## src/rtl/vote_pkg.sv

```systemverilog
package vote_pkg;

  typedef enum logic [1:0] {
    MODE_TRIPLE  = 2'd0,
    MODE_DUPLEX  = 2'd1,
    MODE_SIMPLEX = 2'd2,
    MODE_NONE    = 2'd3
  } vote_mode_e;

  // strobes from control to datapath
  typedef struct packed {
    logic loadData;
    logic markValid;
  } vote_ctrl_t;

endpackage

```

## src/rtl/vote_datapath.sv

```systemverilog
module vote_datapath
  import vote_pkg::*;
#(
  parameter int NUM_UNITS = 3,
  parameter int DATA_W    = 8
) (
  input  logic                          clk,
  input  logic                          rst,
  input  logic [NUM_UNITS*DATA_W-1:0]   unitData,
  input  logic [NUM_UNITS-1:0]          partMask,
  input  vote_ctrl_t                    ctrl,
  output logic                          winnerOk,
  output logic [NUM_UNITS-1:0]          matchVote,
  output logic [NUM_UNITS-1:0]          matchHeld,
  output logic [DATA_W-1:0]             votedData,
  output logic                          resultValid
);

  localparam int CNT_W = $clog2(NUM_UNITS + 1);

  logic [DATA_W-1:0]    unitWord [NUM_UNITS];
  logic [NUM_UNITS-1:0] pairEq   [NUM_UNITS];
  logic [CNT_W-1:0]     agree    [NUM_UNITS];
  logic [CNT_W-1:0]     nPart;
  logic [DATA_W-1:0]    winnerVal;

  genvar gi;
  generate
    for (gi = 0; gi < NUM_UNITS; gi++) begin : g_word
      assign unitWord[gi] = unitData[gi*DATA_W +: DATA_W];
    end
  endgenerate

  // pairwise equality restricted to taking-part units
  always_comb begin
    for (int i = 0; i < NUM_UNITS; i++) begin
      for (int j = 0; j < NUM_UNITS; j++) begin
        pairEq[i][j] = partMask[j] && (unitWord[i] == unitWord[j]);
      end
    end
  end

  always_comb begin
    for (int i = 0; i < NUM_UNITS; i++) begin
      agree[i] = '0;
      for (int j = 0; j < NUM_UNITS; j++) begin
        agree[i] = agree[i] + CNT_W'(pairEq[i][j]);
      end
    end
  end

  always_comb begin
    nPart = '0;
    for (int j = 0; j < NUM_UNITS; j++) begin
      nPart = nPart + CNT_W'(partMask[j]);
    end
  end

  // strict majority winner; scanning downward leaves the lowest index
  always_comb begin
    winnerOk  = 1'b0;
    winnerVal = '0;
    for (int i = NUM_UNITS - 1; i >= 0; i--) begin
      if (partMask[i] && ({agree[i], 1'b0} > {1'b0, nPart})) begin
        winnerOk  = 1'b1;
        winnerVal = unitWord[i];
      end
    end
  end

  always_comb begin
    for (int i = 0; i < NUM_UNITS; i++) begin
      matchVote[i] = (unitWord[i] == winnerVal);
      matchHeld[i] = (unitWord[i] == votedData);
    end
  end

  always_ff @(posedge clk) begin
    if (rst) begin
      votedData   <= '0;
      resultValid <= 1'b0;
    end else begin
      if (ctrl.loadData) votedData <= winnerVal;
      resultValid <= ctrl.markValid;
    end
  end


  hold_when_invalid_chk: assert property (@(posedge clk) disable iff (rst)
    !resultValid |-> $stable(votedData));

endmodule

```

## src/rtl/vote_control.sv

```systemverilog
module vote_control
  import vote_pkg::*;
#(
  parameter int NUM_UNITS  = 3,
  parameter int FAIL_LIMIT = 3
) (
  input  logic                 clk,
  input  logic                 rst,
  input  logic                 policySel,
  input  logic [NUM_UNITS-1:0] reenable,
  input  logic                 winnerOk,
  input  logic [NUM_UNITS-1:0] matchVote,
  input  logic [NUM_UNITS-1:0] matchHeld,
  output logic [NUM_UNITS-1:0] partMask,
  output vote_ctrl_t           ctrl,
  output logic [NUM_UNITS-1:0] failMask,
  output logic [1:0]           mode
);

  localparam int CNT_W  = $clog2(NUM_UNITS + 1);
  localparam int MISS_W = $clog2(FAIL_LIMIT + 1);
  localparam logic [MISS_W-1:0] LAST_MISS = MISS_W'(FAIL_LIMIT - 1);

  logic [NUM_UNITS-1:0] failQ;
  logic [NUM_UNITS-1:0] lowestHealthy;
  logic [NUM_UNITS-1:0] missHit;
  logic [NUM_UNITS-1:0] refHit;
  logic [CNT_W-1:0]     nPart;
  logic                 dupRef;
  logic                 refOk;
  vote_mode_e           modeQ;
  vote_mode_e           modeNext;

  // one-hot of the lowest-numbered healthy unit
  always_comb begin
    lowestHealthy = '0;
    for (int i = NUM_UNITS - 1; i >= 0; i--) begin
      if (!failQ[i]) lowestHealthy = NUM_UNITS'(1) << i;
    end
  end

  // taking-part set follows the degradation policy
  always_comb begin
    if (policySel)         partMask = ~failQ;
    else if (failQ == '0)  partMask = '1;
    else                   partMask = lowestHealthy;
  end

  always_comb begin
    nPart = '0;
    for (int j = 0; j < NUM_UNITS; j++) nPart = nPart + CNT_W'(partMask[j]);
  end

  // split duplex judged against the held output when exactly one matches it
  assign dupRef = !winnerOk && (int'(nPart) == 2) &&
                  ($countones(partMask & matchHeld) == 1);
  assign refOk  = winnerOk || dupRef;

  always_comb begin
    for (int i = 0; i < NUM_UNITS; i++) begin
      missHit[i] = partMask[i] && refOk && !(winnerOk ? matchVote[i] : matchHeld[i]);
      refHit[i]  = partMask[i] && refOk &&  (winnerOk ? matchVote[i] : matchHeld[i]);
    end
  end

  genvar gu;
  generate
    for (gu = 0; gu < NUM_UNITS; gu++) begin : g_unit
      logic [MISS_W-1:0] missCnt;
      always_ff @(posedge clk) begin
        if (rst) begin
          failQ[gu] <= 1'b0;
          missCnt   <= '0;
        end else if (reenable[gu]) begin
          failQ[gu] <= 1'b0;
          missCnt   <= '0;
        end else if (!partMask[gu]) begin
          missCnt   <= '0;
        end else if (missHit[gu]) begin
          if (missCnt == LAST_MISS) begin
            failQ[gu] <= 1'b1;
            missCnt   <= '0;
          end else begin
            missCnt   <= missCnt + 1'b1;
          end
        end else if (refHit[gu]) begin
          missCnt   <= '0;
        end
      end
    end
  endgenerate

  always_comb begin
    if (!winnerOk)             modeNext = MODE_NONE;
    else if (int'(nPart) >= 3) modeNext = MODE_TRIPLE;
    else if (int'(nPart) == 2) modeNext = MODE_DUPLEX;
    else                       modeNext = MODE_SIMPLEX;
  end

  always_ff @(posedge clk) begin
    if (rst) modeQ <= MODE_NONE;
    else     modeQ <= modeNext;
  end

  assign ctrl.loadData  = winnerOk;
  assign ctrl.markValid = winnerOk;
  assign failMask       = failQ;
  assign mode           = modeQ;


  sticky_fail_chk: assert property (@(posedge clk) disable iff (rst)
    &(failQ | ~$past(failQ) | $past(reenable)));


  fail_from_participant_chk: assert property (@(posedge clk) disable iff (rst)
    ((failQ & ~$past(failQ) & ~$past(partMask)) == '0));

endmodule

```

## src/rtl/vote_manager.sv

```systemverilog
module vote_manager
  import vote_pkg::*;
#(
  parameter int NUM_UNITS  = 3,
  parameter int DATA_W     = 8,
  parameter int FAIL_LIMIT = 3
) (
  input  logic                        clk,
  input  logic                        rst,
  input  logic                        policySel,
  input  logic [NUM_UNITS-1:0]        reenable,
  input  logic [NUM_UNITS*DATA_W-1:0] unitData,
  output logic [DATA_W-1:0]           votedData,
  output logic                        resultValid,
  output logic [NUM_UNITS-1:0]        failMask,
  output logic [1:0]                  mode
);

  logic [NUM_UNITS-1:0] partMask;
  logic [NUM_UNITS-1:0] matchVote;
  logic [NUM_UNITS-1:0] matchHeld;
  logic                 winnerOk;
  vote_ctrl_t           ctrl;

  vote_datapath #(.NUM_UNITS(NUM_UNITS), .DATA_W(DATA_W)) u_dp (
    .clk(clk), .rst(rst), .unitData(unitData), .partMask(partMask),
    .ctrl(ctrl), .winnerOk(winnerOk), .matchVote(matchVote),
    .matchHeld(matchHeld), .votedData(votedData), .resultValid(resultValid)
  );

  vote_control #(.NUM_UNITS(NUM_UNITS), .FAIL_LIMIT(FAIL_LIMIT)) u_ctl (
    .clk(clk), .rst(rst), .policySel(policySel), .reenable(reenable),
    .winnerOk(winnerOk), .matchVote(matchVote), .matchHeld(matchHeld),
    .partMask(partMask), .ctrl(ctrl), .failMask(failMask), .mode(mode)
  );


  mode_valid_agree_chk: assert property (@(posedge clk) disable iff (rst)
    resultValid == (mode != 2'd3));

endmodule

```

## config.mk

```make
export PLATFORM = sky130hd
export DESIGN_NAME = vote_manager
export DESIGN_NICKNAME = d
export VERILOG_FILES = /design/src/rtl/vote_pkg.sv /design/src/rtl/vote_datapath.sv /design/src/rtl/vote_control.sv /design/src/rtl/vote_manager.sv
export SDC_FILE = /design/constraint.sdc
export NUM_CORES = 1
export LEC_CHECK = 0
export ABC_AREA = 1
export BUFFER_PORTS_ARGS = -buffer_cell sky130_fd_sc_hd__buf_2
export CAP_MARGIN = 20
export CORE_UTILIZATION = 58
export DETAILED_ROUTE_END_ITERATION = 7
export GPL_TIMING_DRIVEN = 0
export PLACE_DENSITY = 0.8
export SYNTH_ARGS = -nofsm -noshare
export SYNTH_HDL_FRONTEND = slang
export SYNTH_HIERARCHICAL = 1
export SYNTH_SLANG_ARGS = --single-unit
```

## constraint.sdc

```tcl
create_clock -name clk -period 4 [get_ports clk]
set_input_delay 0.2 -clock clk [delete_from_list [all_inputs] [get_ports clk]]
set_output_delay 0.2 -clock clk [all_outputs]
set_load 0.02 [all_outputs]
```

# [Yosys cells after proc, flatten, opt, wreduce, memory -nomap -nowiden]
# Cells that the tools add are included.
[word_totals] ff_bits=20 inputBits=30 out_inout_bits=14 word_cells=113
[classes] add_sub_neg=13 magnitude_cmp=4 n_eq_ne=17 n_mux=25 bitwise_logic=6 n_reduce_logical=39
[ops] op="$eq A8 B8 Y1" n=12
[ops] op="$add A32 B1 Y32" n=1
[ops] op="$eq A32 B2 Y1 const B" n=1
[ops] op="$mux W8" n=3
[ops] op="$mux W2" n=11
[ops] op="$logic_and A1 B1 Y1" n=20
[ops] op="$mux W3" n=5
[ops] op="$add A1 B1 Y2" n=5
[ops] op="$gt A3 B2 Y1" n=3
[ops] op="$reduce_and A3 Y1" n=3
[ops] op="$reduce_or A3 Y1" n=3
[ops] op="$add A2 B1 Y2" n=4
[ops] op="$eq A2 B2 Y1 const B" n=4
[ops] op="$reduce_or A2 Y1" n=4
[ops] op="$add A2 B1 Y2 const B" n=3
[ops] op="$mux W1" n=6
[ops] op="$reduce_bool A2 Y1" n=3
[ops] op="$logic_not A1 Y1" n=4
[ops] op="$not A1 Y1" n=4
[ops] op="$and A3 B3 Y3" n=1
[ops] op="$logic_not A3 Y1" n=1
[ops] op="$not A3 Y3" n=1
[ops] op="$ge A2 B2 Y1 const B" n=1
[ops] op="$logic_or A1 B1 Y1" n=1

# [Longest topological paths before layout]
# Gate-level depths: netlist (run 1).
[depth] depth_word=21 depth_mapped=28 mapped_depth_nobuf=27

# [Hierarchy]
# Netlist (run 1), hierarchy kept.
[modules_own_cells] module="vote_datapath" instances=1 cells_each=327 area_each_um2=2033.2 seq_area_each_um2=180.2
[modules_own_cells] module="vote_control" instances=1 cells_each=101 area_each_um2=723.2 seq_area_each_um2=220.2

# [Least setup slack after synthesis (run 1)]
# No wires, ideal clock.
[synth_path] path_type="flip-flop to flip-flop" start="reg u_ctl.failQ[0], in the netlist u_ctl/failMask[0]" end="reg u_ctl.g_unit[1].missCnt[0]" setup_time_ns=0.110 t_arrival_ns=3.497 t_required_ns=3.890 slack_ns=0.393 stages_incl_launch_ff=26 n_path_buf=2 synth_period_minus_slack_ns=3.607 path_cell_list="dfxtp_1 -> inv_4 -> nand3_2 -> nand2_2 -> inv_1 -> buf_2 -> inv_1 -> nor2_1 -> fa_1 -> ha_1 -> or2_1 -> nand3_2 -> nand3_4 -> buf_2 -> nand4_1 -> nand2_1 -> nor2_1 -> nand2_1 -> nor2_1 -> nand2_1 -> o21ai_1 -> nor2_4 -> nand2_1 -> nand2_1 -> nand3_1 -> inv_1"
[synth_between] elab_chain_cells=18 elab_cells_between_ends=50 classes_between="add/sub: 10; order compare: 3; eq/ne: 3; mux: 11; bitwise: 3; reduce/logical: 20"
[synth_rtl] item="from (decl)" line="vote_control.sv:24" rtl="logic [NUM_UNITS-1:0] failQ;"
[synth_rtl] item="from (signal, indexed assignment)" line="vote_control.sv:72" rtl="failQ[gu] <= 1'b0;"
[synth_rtl] item="from (signal, indexed assignment)" line="vote_control.sv:75" rtl="failQ[gu] <= 1'b0;"
[synth_rtl] item="from (signal, indexed assignment)" line="vote_control.sv:81" rtl="failQ[gu] <= 1'b1;"
[synth_rtl] item="$logic_not A3 Y1 or $mux W3 (tied branches)" line="vote_control.sv:45, vote_control.sv:38"
[synth_rtl] item="$mux W3" line="vote_control.sv:45" rtl="else if (failQ == '0) partMask = '1;"
[synth_rtl] item="$mux W3 (*)" line="vote_control.sv:44" rtl="if (policySel) partMask = ~failQ;"
[synth_rtl] item="net partMask[0]" line="vote_manager.sv:19" rtl="logic [NUM_UNITS-1:0] partMask;"
[synth_rtl] item="$logic_and A1 B1 Y1" line="vote_datapath.sv:38" rtl="pairEq[i][j] = partMask[j] && (unitWord[i] == unitWord[j]);"
[synth_rtl] item="$add A1 B1 Y2" line="vote_datapath.sv:47" rtl="agree[i] = agree[i] + CNT_W'(pairEq[i][j]);"
[synth_rtl] item="$add A2 B1 Y2" line="vote_datapath.sv:47"
[synth_rtl] item="$gt A3 B2 Y1" line="vote_datapath.sv:64" rtl="if (partMask[i] && ({agree[i], 1'b0} > {1'b0, nPart})) begin"
[synth_rtl] item="[3 not listed]"
[synth_rtl] item="$mux W1 (*)" line="vote_datapath.sv:64"
[synth_rtl] item="net winnerOk" line="vote_manager.sv:22" rtl="logic winnerOk;"
[synth_rtl] item="$logic_not A1 Y1" line="vote_control.sv:55" rtl="assign dupRef = !winnerOk && (int'(nPart) == 2) &&"
[synth_rtl] item="$logic_and A1 B1 Y1 (2 in a row)" line="vote_control.sv:55"
[synth_rtl] item="$logic_or A1 B1 Y1" line="vote_control.sv:57" rtl="assign refOk = winnerOk || dupRef;"
[synth_rtl] item="$logic_and A1 B1 Y1" line="vote_control.sv:61, vote_control.sv:62"
[synth_rtl] item="$logic_and A1 B1 Y1, on equally long branches" line="vote_control.sv:61, vote_control.sv:62"
[synth_rtl] item="$mux W2 or $reduce_bool A2 Y1 (tied branches)"
[synth_rtl] item="to (signal assigned)" line="vote_control.sv:84" rtl="missCnt <= missCnt + 1'b1;"
[synth_rtl] item="to (decl)" line="vote_control.sv:69" rtl="logic [MISS_W-1:0] missCnt;"
# The timed path passes the listed nets; every way through them passes the cells marked *.
# A chain may end at the register's enable or synchronous reset.

# [Worst setup path in the final report (run 1)]
[layout_path] start="in unitData[16]" end="reg u_ctl.g_unit[1].missCnt[0]"
[layout_between] elab_cells_between_ends=40 classes_between="add/sub: 5; order compare: 3; eq/ne: 7; mux: 8; bitwise: 1; reduce/logical: 16"
[layout_rtl] item="from (decl)" line="vote_manager.sv:12" rtl="input logic [NUM_UNITS*DATA_W-1:0] unitData,"
[layout_rtl] item="$eq A8 B8 Y1" line="vote_datapath.sv:38"
[layout_rtl] item="$logic_and A1 B1 Y1" line="vote_datapath.sv:38"
[layout_rtl] item="$add A1 B1 Y2" line="vote_datapath.sv:47"
[layout_rtl] item="$add A2 B1 Y2" line="vote_datapath.sv:47"
[layout_rtl] item="$gt A3 B2 Y1" line="vote_datapath.sv:64"
[layout_rtl] item="$logic_and A1 B1 Y1" line="vote_datapath.sv:64"
[layout_rtl] item="$mux W8 (2 in a row)" line="vote_datapath.sv:64"
[layout_rtl] item="$mux W8 (*)" line="vote_datapath.sv:64"
[layout_rtl] item="$eq A8 B8 Y1 (*)" line="vote_datapath.sv:73" rtl="matchVote[i] = (unitWord[i] == winnerVal);"
[layout_rtl] item="net matchVote[1]" line="vote_manager.sv:20" rtl="logic [NUM_UNITS-1:0] matchVote;"
[layout_rtl] item="$mux W1 (*)" line="vote_control.sv:61, vote_control.sv:62"
[layout_rtl] item="$logic_not A1 Y1" line="vote_control.sv:61" rtl="missHit[i] = partMask[i] && refOk && !(winnerOk ? matchVote[i] : matchHeld[i]);"
[layout_rtl] item="$logic_and A1 B1 Y1" line="vote_control.sv:61"
[layout_rtl] item="$mux W2 or $reduce_bool A2 Y1 (tied branches)"
# Marked as above.

==> results.cfg, run 1 <==
[grt]
met3_usage_pct = 4.70
grt_usage_pct = 30.9
grt-busiest-layer = met2
grtUsageMet2_pct = 49.0
grt_max_degree = 18
met1_usage_pct = 43.1
overflow = 0
grt_pass1_vias = 2646
grt_pass1_wl_um = 12200
antenna_found_initial = 0

[synth]
synth_edf_count = 0
synth-adder-area-share_pct = 5.72
syn_inst = 428
synth_compound_area_share_pct = 7.04
ys_seq_area_share_pct = 14.5
synth_seq_cells = 20
syn_nets = 467
ys_types = 37
yosysTopAreaCell = nand2_1
yosys_warnings = 6
synthSimpleGateAreaFrac_pct = 50.7
yosysTopAreaCellShare_pct = 16.2
synth_ff_type = dfxtp_1
async_flop_share_pct = 0
synth.area.top_cells = nand2_1 (16%), dfxtp_1 (15%), nand4_1 (10%)
synth_xor_area_share_pct = 9.21
synthMuxAreaShare_pct = 0
syn_area_um2 = 2760
synth.avg_cell_area_um2 = 6.44
synth_top_family_by_area = simple AND/OR/NAND/NOR gates

[cells_and_area]
register_area_um2 = 402
fillCellCount = 401
multi_input_area_um2 = 2010
syn_to_final_growth_pct = 12.6
drive_gt1_share_pct = 23.9
finalNetCount = 509
diodes = 0
design_area_um2 = 3100

[worst_hold_path]
holdCritStartpoint = reenable[0]
hold_path_class = in -> reg

[floorplan]
die_y_um = 70.9
initial_core_util_pct = 61.6
io_pins = 44
num_rows = 24
die_area_um2 = 5030
coreArea_um2 = 4470
die_w_um = 70.9

[cts]
clkTransAtPathRegs_ps = 80
clk_latency_ps = 260
root_buffer = clkbuf_8
cts_tree = built
cts_buffer_depth = 2
htree_levels = 1
cts_num_sinks = 20
cts-buffers-inserted = 3

[timing]
relSlewSlack_pct = 43.3
setup-violations-final = 0
fin_ws_ps = 214
hold_viol = 0
fin_setup_tns_ps = 0
post-route-period-util_pct = 94.6
worstMarginPinSlew_ps = 829
rsz0062_at_grt = false
drv_slew = 0
period_needed_ps = 3790
max_freq_mhz = 264
fin_skew_ps = 1.17

[critical_path]
r2r-start = u_ctl/failMask[0]$_SDFFE_PP0P_
start_kind = input pin
critPathArrivalTime_ps = 3950
critPathCaptureType = flip-flop
cp-startpoint = unitData[16]
critPathKind = in -> reg
crit_path_max_fanout = 10
worst_ep_required_time_ps = 4170

[power]
power_density_nw_per_um2 = 200
ir_drop_mv = 0.146
p_leak_uw = 0.00154

[placed_design]
io_buffers = 36
gp_congestion = 0.953
hpwl_um = 5790
place_area_um2 = 3000
preCtsSetupSlack_ps = -153

[routing]
viasPerCell = 5.80
wl_per_cell_um = 14.7
routed_wl_um = 7640
dr.first_iter.drc_count = 327
ant_nets = 0
drc = 0
drtPass1Iterations = 7
via_count = 3021

[status]
outcome = complete, no violations

[run]
drv_cap = 0
==> where the power goes <==
part,internal (uW),switching (uW),leakage (uW)
Clock,134,71.9,0.0000357
Combinational,74.3,128,0.00134
Sequential,206,9.27,0.000162
Total,413,209,0.00154
==> flip-flops by register name (all words and copies together), names as in the netlist <==
| register | count |
|---|---|
| u_ctl/failMask | 3 |
| u_ctl/g_unit.missCnt | 6 |
| u_ctl/mode | 2 |
| u_dp/votedData | 8 |
| u_dp/resultValid | 1 |
==> worst max-delay path: stages <==
cell	delay, ps
clkbuf_2	140
xor2_1	180
nor4_1	570
nand2_1	200
nor2_1	190
fa_1	440
ha_1	300
nand3b_1	100
nand3_2	140
nand3_4	210
buf_6	180
nand3_2	130
nand2_1	80
nand2_1	60
nor2_1	210
nand2_1	80
nor2_1	100
nand2_1	80
o21ai_2	100
nor2_4	70
nand2_1	60
nand2_1	40
nand3_1	60
inv_1	40
==> per-layer routing <==
metal	up-vias	share of wire, %
li1	1488	-
met1	1343	43
met2	167	45
met3	23	10
met4	0	2.3
met5	-	0
==> cells in the mapped netlist, drive strengths merged (4+ instances only) <==
cell type and instances:
nand2 133, inv 56, nand4 46, nor2 37, nand3 36, dfxtp 20
a21oi 19, xnor2 18, o21ai 12, xor2 11, buf 10, clkbuf 7
fa 6, or2 4
==> final timing paths <==
kind                            slack [ps]                                       to  cells past startpoint
worst max register to register         350  u_ctl/g_unit[1].missCnt[0]$_SDFFE_PP0P_                     25
worst max-delay path                   210  u_ctl/g_unit[1].missCnt[0]$_SDFFE_PP0P_                     24
worst min-delay path                   180           u_ctl/failMask[0]$_SDFFE_PP0P_                      4
worst min register to register         480  u_ctl/g_unit[1].missCnt[1]$_SDFFE_PP0P_                      2
==> through the flow <==
step | util, % | hold WS, ps | instances | total power, uW
finish | 69.4 | 183 | 521 | 622
global route | 69.4 | 203 | 521 | 651
CTS | 69.0 | 187 | 521 | 622
detailed placement | 67.1 | 469 | 516 | 414
global placement | 67.1 | 460 | 516 | 412
floorplan | - | 271 | 428 | 354
==> cells by family (layout without fill, tap and decap cells) <==
group,after synthesis,in the layout
flops,20,20
buf+inv,73,114
xor+xnor,29,29
simple gates,264,264
fa+ha+maj,9,9
compound gates,33,33
==> final cells by class <==
type	instances	share of cell area, %
plain buffers	16	4.35
clock buffers	3	1.33
clock inverters	1	0.967
inverters	56	7.38
multi-input cells	335	64.7
flip-flops and latches	20	12.9
well taps	52	2.10
repair buffers	38	6.29
==> placed cells by master, fill, tap and decap left out, drive strengths merged <==
cell type	count
or4	2
nand2	133
nor4	3
inv	54
clkbuf	10
nor2	37
nor3	1
dfxtp	20
xor2	11
nand4	46
buf	47
fa	6
a2111oi	1
or2	4
a21oi	19
bufinv	1
clkinvlp	1
xnor2	18
ha	3
nand3b	2
nand3	36
o21ai	12
clkinv	1
a21boi	1
==> timing repair <==
item | in CTS | in global routing
buffers inserted | 2 | 0
endpoints found under the setup margin | 9 | 5
hold buffers | 0 | 0
resized for setup | 1 | 9
Note: power is estimated with default switching activity, not from simulation.
==> run 2: changes to the inputs <==
--- a/config.mk
+++ b/config.mk
@@ -6,10 +6,10 @@
 export NUM_CORES = 1
 export LEC_CHECK = 0
 export ABC_AREA = 1
-export BUFFER_PORTS_ARGS = -buffer_cell sky130_fd_sc_hd__buf_2
 export CAP_MARGIN = 20
-export CORE_UTILIZATION = 58
+export CORE_UTILIZATION = 65
 export DETAILED_ROUTE_END_ITERATION = 7
+export DONT_BUFFER_PORTS = 1
 export GPL_TIMING_DRIVEN = 0
 export PLACE_DENSITY = 0.8
 export SYNTH_ARGS = -nofsm -noshare
==> run 2 against run 1 <==
Compared with the run above:
- total power fell by 14%
- clock skew increased by 0.75 ps
- count of clock-buffer cells in the layout up 1
- hold slack worse by 130 ps
- register-to-register slack worse by 80 ps
- first-iteration DRC count fell by 57%
- critical path depth up 1
==> results.cfg, run 2 (same netlist as run 1, synthesis figures left out) <==
[status]
outcome = complete, no violations

[placed_design]
place_area_um2 = 2820
hpwl_um = 5810
io_buffers = 0
preCtsSetupSlack_ps = -255
gp_congestion = 0.998

[critical_path]
cpMostUsedCell = nand2_1
critPathCaptureType = flip-flop
reg2regPathDepth = 25
r2r-start = u_ctl/failMask[0]$_SDFFE_PP0P_
start_kind = flip-flop
worst_path_largest_cell_delay_ps = 450
r2r_slack_ps = 270
critPathArrivalTime_ps = 3920
crit_path_max_fanout = 10
worst_ep_required_time_ps = 4190
r2r_end = u_ctl/g_unit[0].missCnt[1]$_SDFFE_PP0P_
critPathKind = reg -> reg
cp_slowest_cell = fa_1

[routing]
ant_nets = 0
drc = 0
drtPass1Iterations = 5
wl_per_cell_um = 15.2
via_count = 2867
routed_wl_um = 7420
dr.first_iter.drc_count = 142
viasPerCell = 5.89

[cts]
htree_levels = 1
cts_tree = built
cts-buffers-inserted = 3
cts_buffer_depth = 2
clkTransAtPathRegs_ps = 70
cts_num_sinks = 20
root_buffer = clkbuf_8
clk_latency_ps = 250

[cells_and_area]
final_common_cell = nand2_1
final_cell_mix = nand2_1 (119), inv_1 (48), nand4_1 (46)
finalNetCount = 477
regMostFlops = u_dp/votedData
drive_gt1_share_pct = 18.8
largest_reg_flops = 8
design_area_um2 = 2940
diodes = 0
syn_to_final_growth_pct = 6.72

[worst_hold_path]
holdCritStartpoint = rst
worstHoldPathCells = 2
hold_path_class = in -> reg
holdPathEnd = u_ctl/mode[1]$_SDFF_PP1_

[grt]
grt_pass1_wl_um = 11700
grt_max_degree = 18
antenna_found_initial = 0
grt_pass1_vias = 2508
grt_usage_pct = 34.5
overflow = 0

[timing]
relSlewSlack_pct = 40.2
fin_ws_ps = 268
fin_skew_ps = 1.92
fin_setup_tns_ps = 0
rsz0062_at_grt = false
hold_viol = 0
setup-violations-final = 0
post-route-period-util_pct = 93.3
period_needed_ps = 3730
max_freq_mhz = 268
worstMarginPinSlew_ps = 874
drv_slew = 0

[floorplan]
num_rows = 23
die_y_um = 67.1
die_w_um = 67.1
coreArea_um2 = 4030
die_area_um2 = 4510
initial_core_util_pct = 68.4
io_pins = 44

[power]
p_leak_uw = 0.00140
total_power_uw = 536
ir_drop_mv = 0.209
power_density_nw_per_um2 = 182

[run]
drv_cap = 0
## run 2: cell types whose count changed in the layout (fill, tap and decap cells not counted), sizes merged
cell	before	now
clkinv	1	0
buf	47	12
bufinv	1	0
inv	54	55
dlygate4sd3	0	1
clkbuf	10	13
## run 2: critical path, delay by kind of cell (launching register included)
family                     cells  cell delay (ps)
adders and majority gates      2              740
DFF                            1              390
and+or+nand+nor               15             1300
AOI/OAI and AO/OA              2              360
buffers and inverters          6              890
## run 2: layout make-up
type,count,area (um^2)
Clock buffer,4,55.1
Tap cell,50,62.6
Fill cell,360,1090
Sequential cell,20,407
Timing Repair Buffer,5,40.0
Inverter,56,226
Buffer,17,138
Multi-Input combinational cell,335,2010
## run 2: power breakdown
part / internal [uW] / switching (uW) / leakage (uW)
Combinational: 66.4 / 96.7 / 0.00120
Clock: 87.5 / 62.7 / 0.0000288
Sequential: 205 / 18.2 / 0.000164
## run 2: worst max path at each step
stage / depth (start not counted) / endpoint / start / slack [ps]
after floorplan: 25 / u_ctl/g_unit[1].missCnt[0]$_SDFFE_PP0P_ / u_ctl/failMask[0]$_SDFFE_PP0P_ / 390
after global placement: 26 / u_ctl/g_unit[1].missCnt[0]$_SDFFE_PP0P_ / u_ctl/failMask[0]$_SDFFE_PP0P_ / -200
after detailed placement: 26 / u_ctl/g_unit[1].missCnt[0]$_SDFFE_PP0P_ / u_ctl/failMask[0]$_SDFFE_PP0P_ / -260
after CTS: 26 / u_ctl/g_unit[1].missCnt[0]$_SDFFE_PP0P_ / u_ctl/failMask[0]$_SDFFE_PP0P_ / 140
after global routing: 24 / u_ctl/g_unit[0].missCnt[0]$_SDFFE_PP0P_ / u_ctl/failMask[0]$_SDFFE_PP0P_ / 4
final: 25 / u_ctl/g_unit[0].missCnt[1]$_SDFFE_PP0P_ / u_ctl/failMask[0]$_SDFFE_PP0P_ / 270
## run 2: per-layer routing
layer | share of wire (%) | GRT usage [%] | vias up | routed length [um]
met5 | 0 | 0 | - | 0
met4 | 3.0 | 11.2 | 0 | 220
met3 | 8.5 | 7.36 | 18 | 630
met2 | 49 | 61.4 | 129 | 3620
met1 | 40 | 40.4 | 1302 | 2940
li1 | - | - | 1418 | -
## run 2: repair_timing
action	4_1_cts	5_1_grt
pin swaps	0	1
hold buffers	0	1
buffers inserted	1	3
hold endpoints to repair	0	1
endpoints found under the setup margin	11	9
resized for setup	2	9
## run 2: through the flow
stage / std cells / hold slack [ps] / util (%)
after floorplan: 428 / 271 / -
after global placement: 478 / 273 / 70.0
after detailed placement: 478 / 274 / 70.0
after CTS: 483 / 2.29 / 71.6
after global routing: 487 / 58.2 / 73.0
final: 487 / 52.9 / 73.0
==> run 3: changes to the inputs <==
--- a/config.mk
+++ b/config.mk
@@ -7,6 +7,7 @@
 export LEC_CHECK = 0
 export ABC_AREA = 1
 export CAP_MARGIN = 20
+export CORE_ASPECT_RATIO = 1.4
 export CORE_UTILIZATION = 65
 export DETAILED_ROUTE_END_ITERATION = 7
 export DONT_BUFFER_PORTS = 1
==> run 3 against run 2 <==
Compared with the run above:
- die area about the same
- clock skew grew 2.4 ps
- global-route usage increased by 0.95 points
- fmax grew 0.68%
- the flow now finishes with violations (DRC)
- clock power grew 6%
==> results.cfg, run 3 (same netlist as run 1, synthesis figures left out) <==
[status]
outcome = complete, but fails checks
violations = DRC

[cells_and_area]
fillCellCount = 350
multi_input_area_um2 = 2010
finalNonFillerCells = 480
final_common_cell = nand2_1
register_area_um2 = 405
drive_gt1_share_pct = 18.3
regMostFlops = u_dp/votedData
finalNetCount = 477
final_cell_mix = nand2_1 (119), inv_1 (48), nand4_1 (46)
design_area_um2 = 2930
syn_to_final_growth_pct = 6.22
largest_reg_flops = 8
diodes = 0

[timing]
hold_viol = 0
fin_setup_tns_ps = 0
rsz0062_at_grt = false
period_needed_ps = 3710
setup-violations-final = 0
max_freq_mhz = 270
relSlewSlack_pct = 43.1
drv_slew = 0
fin_skew_ps = 4.36
worstMarginPinSlew_ps = 832
post-route-period-util_pct = 92.7

[routing]
dr.first_iter.drc_count = 165
drc = 8
ant_nets = 0
viasPerCell = 5.96
routed_wl_um = 7630
drtPass1Iterations = 8
wl_per_cell_um = 15.9
via_count = 2862

[grt]
grt_max_degree = 18
grt_usage_pct = 35.4
overflow = 0
grt_pass1_wl_um = 12400
antenna_found_initial = 0
grt_pass1_vias = 2703

[floorplan]
die_y_um = 79.1
die_area_um2 = 4510
io_pins = 44
die_w_um = 57.0
num_rows = 27
initial_core_util_pct = 69.1
coreArea_um2 = 3990

[critical_path]
reg2regPathDepth = 27
critPathArrivalTime_ps = 3870
start_kind = input pin
worst_ep_required_time_ps = 4170
critPathCaptureType = flip-flop
worst_path_largest_cell_delay_ps = 580
critPathKind = in -> reg
cpMostUsedCell = nand2_1
cp_slowest_cell = or4_4
crit_path_max_fanout = 10

[cts]
cts-buffers-inserted = 3
cts_buffer_depth = 2
clkTransAtPathRegs_ps = 80
htree_levels = 1
root_buffer = clkbuf_8
cts_tree = built
clk_latency_ps = 260
cts_num_sinks = 20

[power]
power_density_nw_per_um2 = 188
power.internal_uw = 359
seqPwrFrac_pct = 40.6
clkPwrFrac_pct = 29.0
combPwrFrac_pct = 30.4
p_sw_uw = 191
p_leak_uw = 0.00139
total_power_uw = 550
sw_frac_of_total_pct = 34.7
ir_drop_mv = 0.128

[worst_hold_path]
worstHoldPathCells = 2
hold_path_class = in -> reg

[placed_design]
hpwl_um = 5880
place_area_um2 = 2810
gp_congestion = 0.924
io_buffers = 0
placedCellCount = 471

[run]
drv_cap = 0
[run 3: power groups by stage]
stage | Combinational (uW) | Clock (uW) | Sequential (uW)
finish | 167 | 159 | 223
floorplan | 129 | 0 | 225
detailed placement | 159 | 0 | 228
global route | 185 | 167 | 224
global placement | 156 | 0 | 228
CTS | 160 | 158 | 223
[run 3: cell type report]
class	instances	share of cell area [%]
Buffer	17	4.70
Clock buffer	4	1.88
Inverter	56	7.74
Multi-Input combinational cell	335	68.6
Sequential cell	20	13.8
Tap cell	43	1.84
Timing Repair Buffer	5	1.37
[run 3: repair_timing]
item | CTS | global route
hold buffers | 0 | 1
setup endpoints to repair | 17 | 9
buffers inserted | 1 | 3
gates resized for setup | 2 | 8
endpoints found under the hold margin | 0 | 1
pin swaps | 0 | 1
[run 3: stage by stage]
stage	worst slack, ps	hold WS, ps	util (%)
after global placement	-236	278	70.5
after CTS	142	1.70	72.2
after floorplan	393	271	-
final	293	40.8	73.4
after global routing	0.0142	54.0	73.4
after detailed placement	-241	280	70.5
[run 3: worst paths after layout]
kind | startpoint | end | slack (ps)
hold reg to reg | u_ctl/g_unit[0].missCnt[1]$_SDFFE_PP0P_ | u_ctl/g_unit[0].missCnt[1]$_SDFFE_PP0P_ | 480
setup / recovery | unitData[3] | u_ctl/g_unit[1].missCnt[0]$_SDFFE_PP0P_ | 290
hold / removal | rst | u_ctl/mode[1]$_SDFF_PP1_ | 40
setup reg to reg | u_ctl/failMask[0]$_SDFFE_PP0P_ | u_ctl/g_unit[1].missCnt[0]$_SDFFE_PP0P_ | 290
[run 3: layer usage]
| layer | up-vias | routed length, um | part of all wire [%] | global-route usage (%) |
|---|---|---|---|---|
| li1 | 1424 | - | - | - |
| met1 | 1283 | 2980 | 39 | 39.7 |
| met2 | 131 | 3850 | 50 | 66.4 |
| met3 | 24 | 546 | 7.2 | 5.37 |
| met4 | 0 | 252 | 3.3 | 12.4 |
| met5 | - | 0 | 0 | 0 |
[run 3: critical path: cells and delay by family]
family / cells / cell delay (ps)
compound gates: 1 / 140
fa+ha+maj: 2 / 780
buf+inv: 4 / 450
simple gates: 19 / 2300
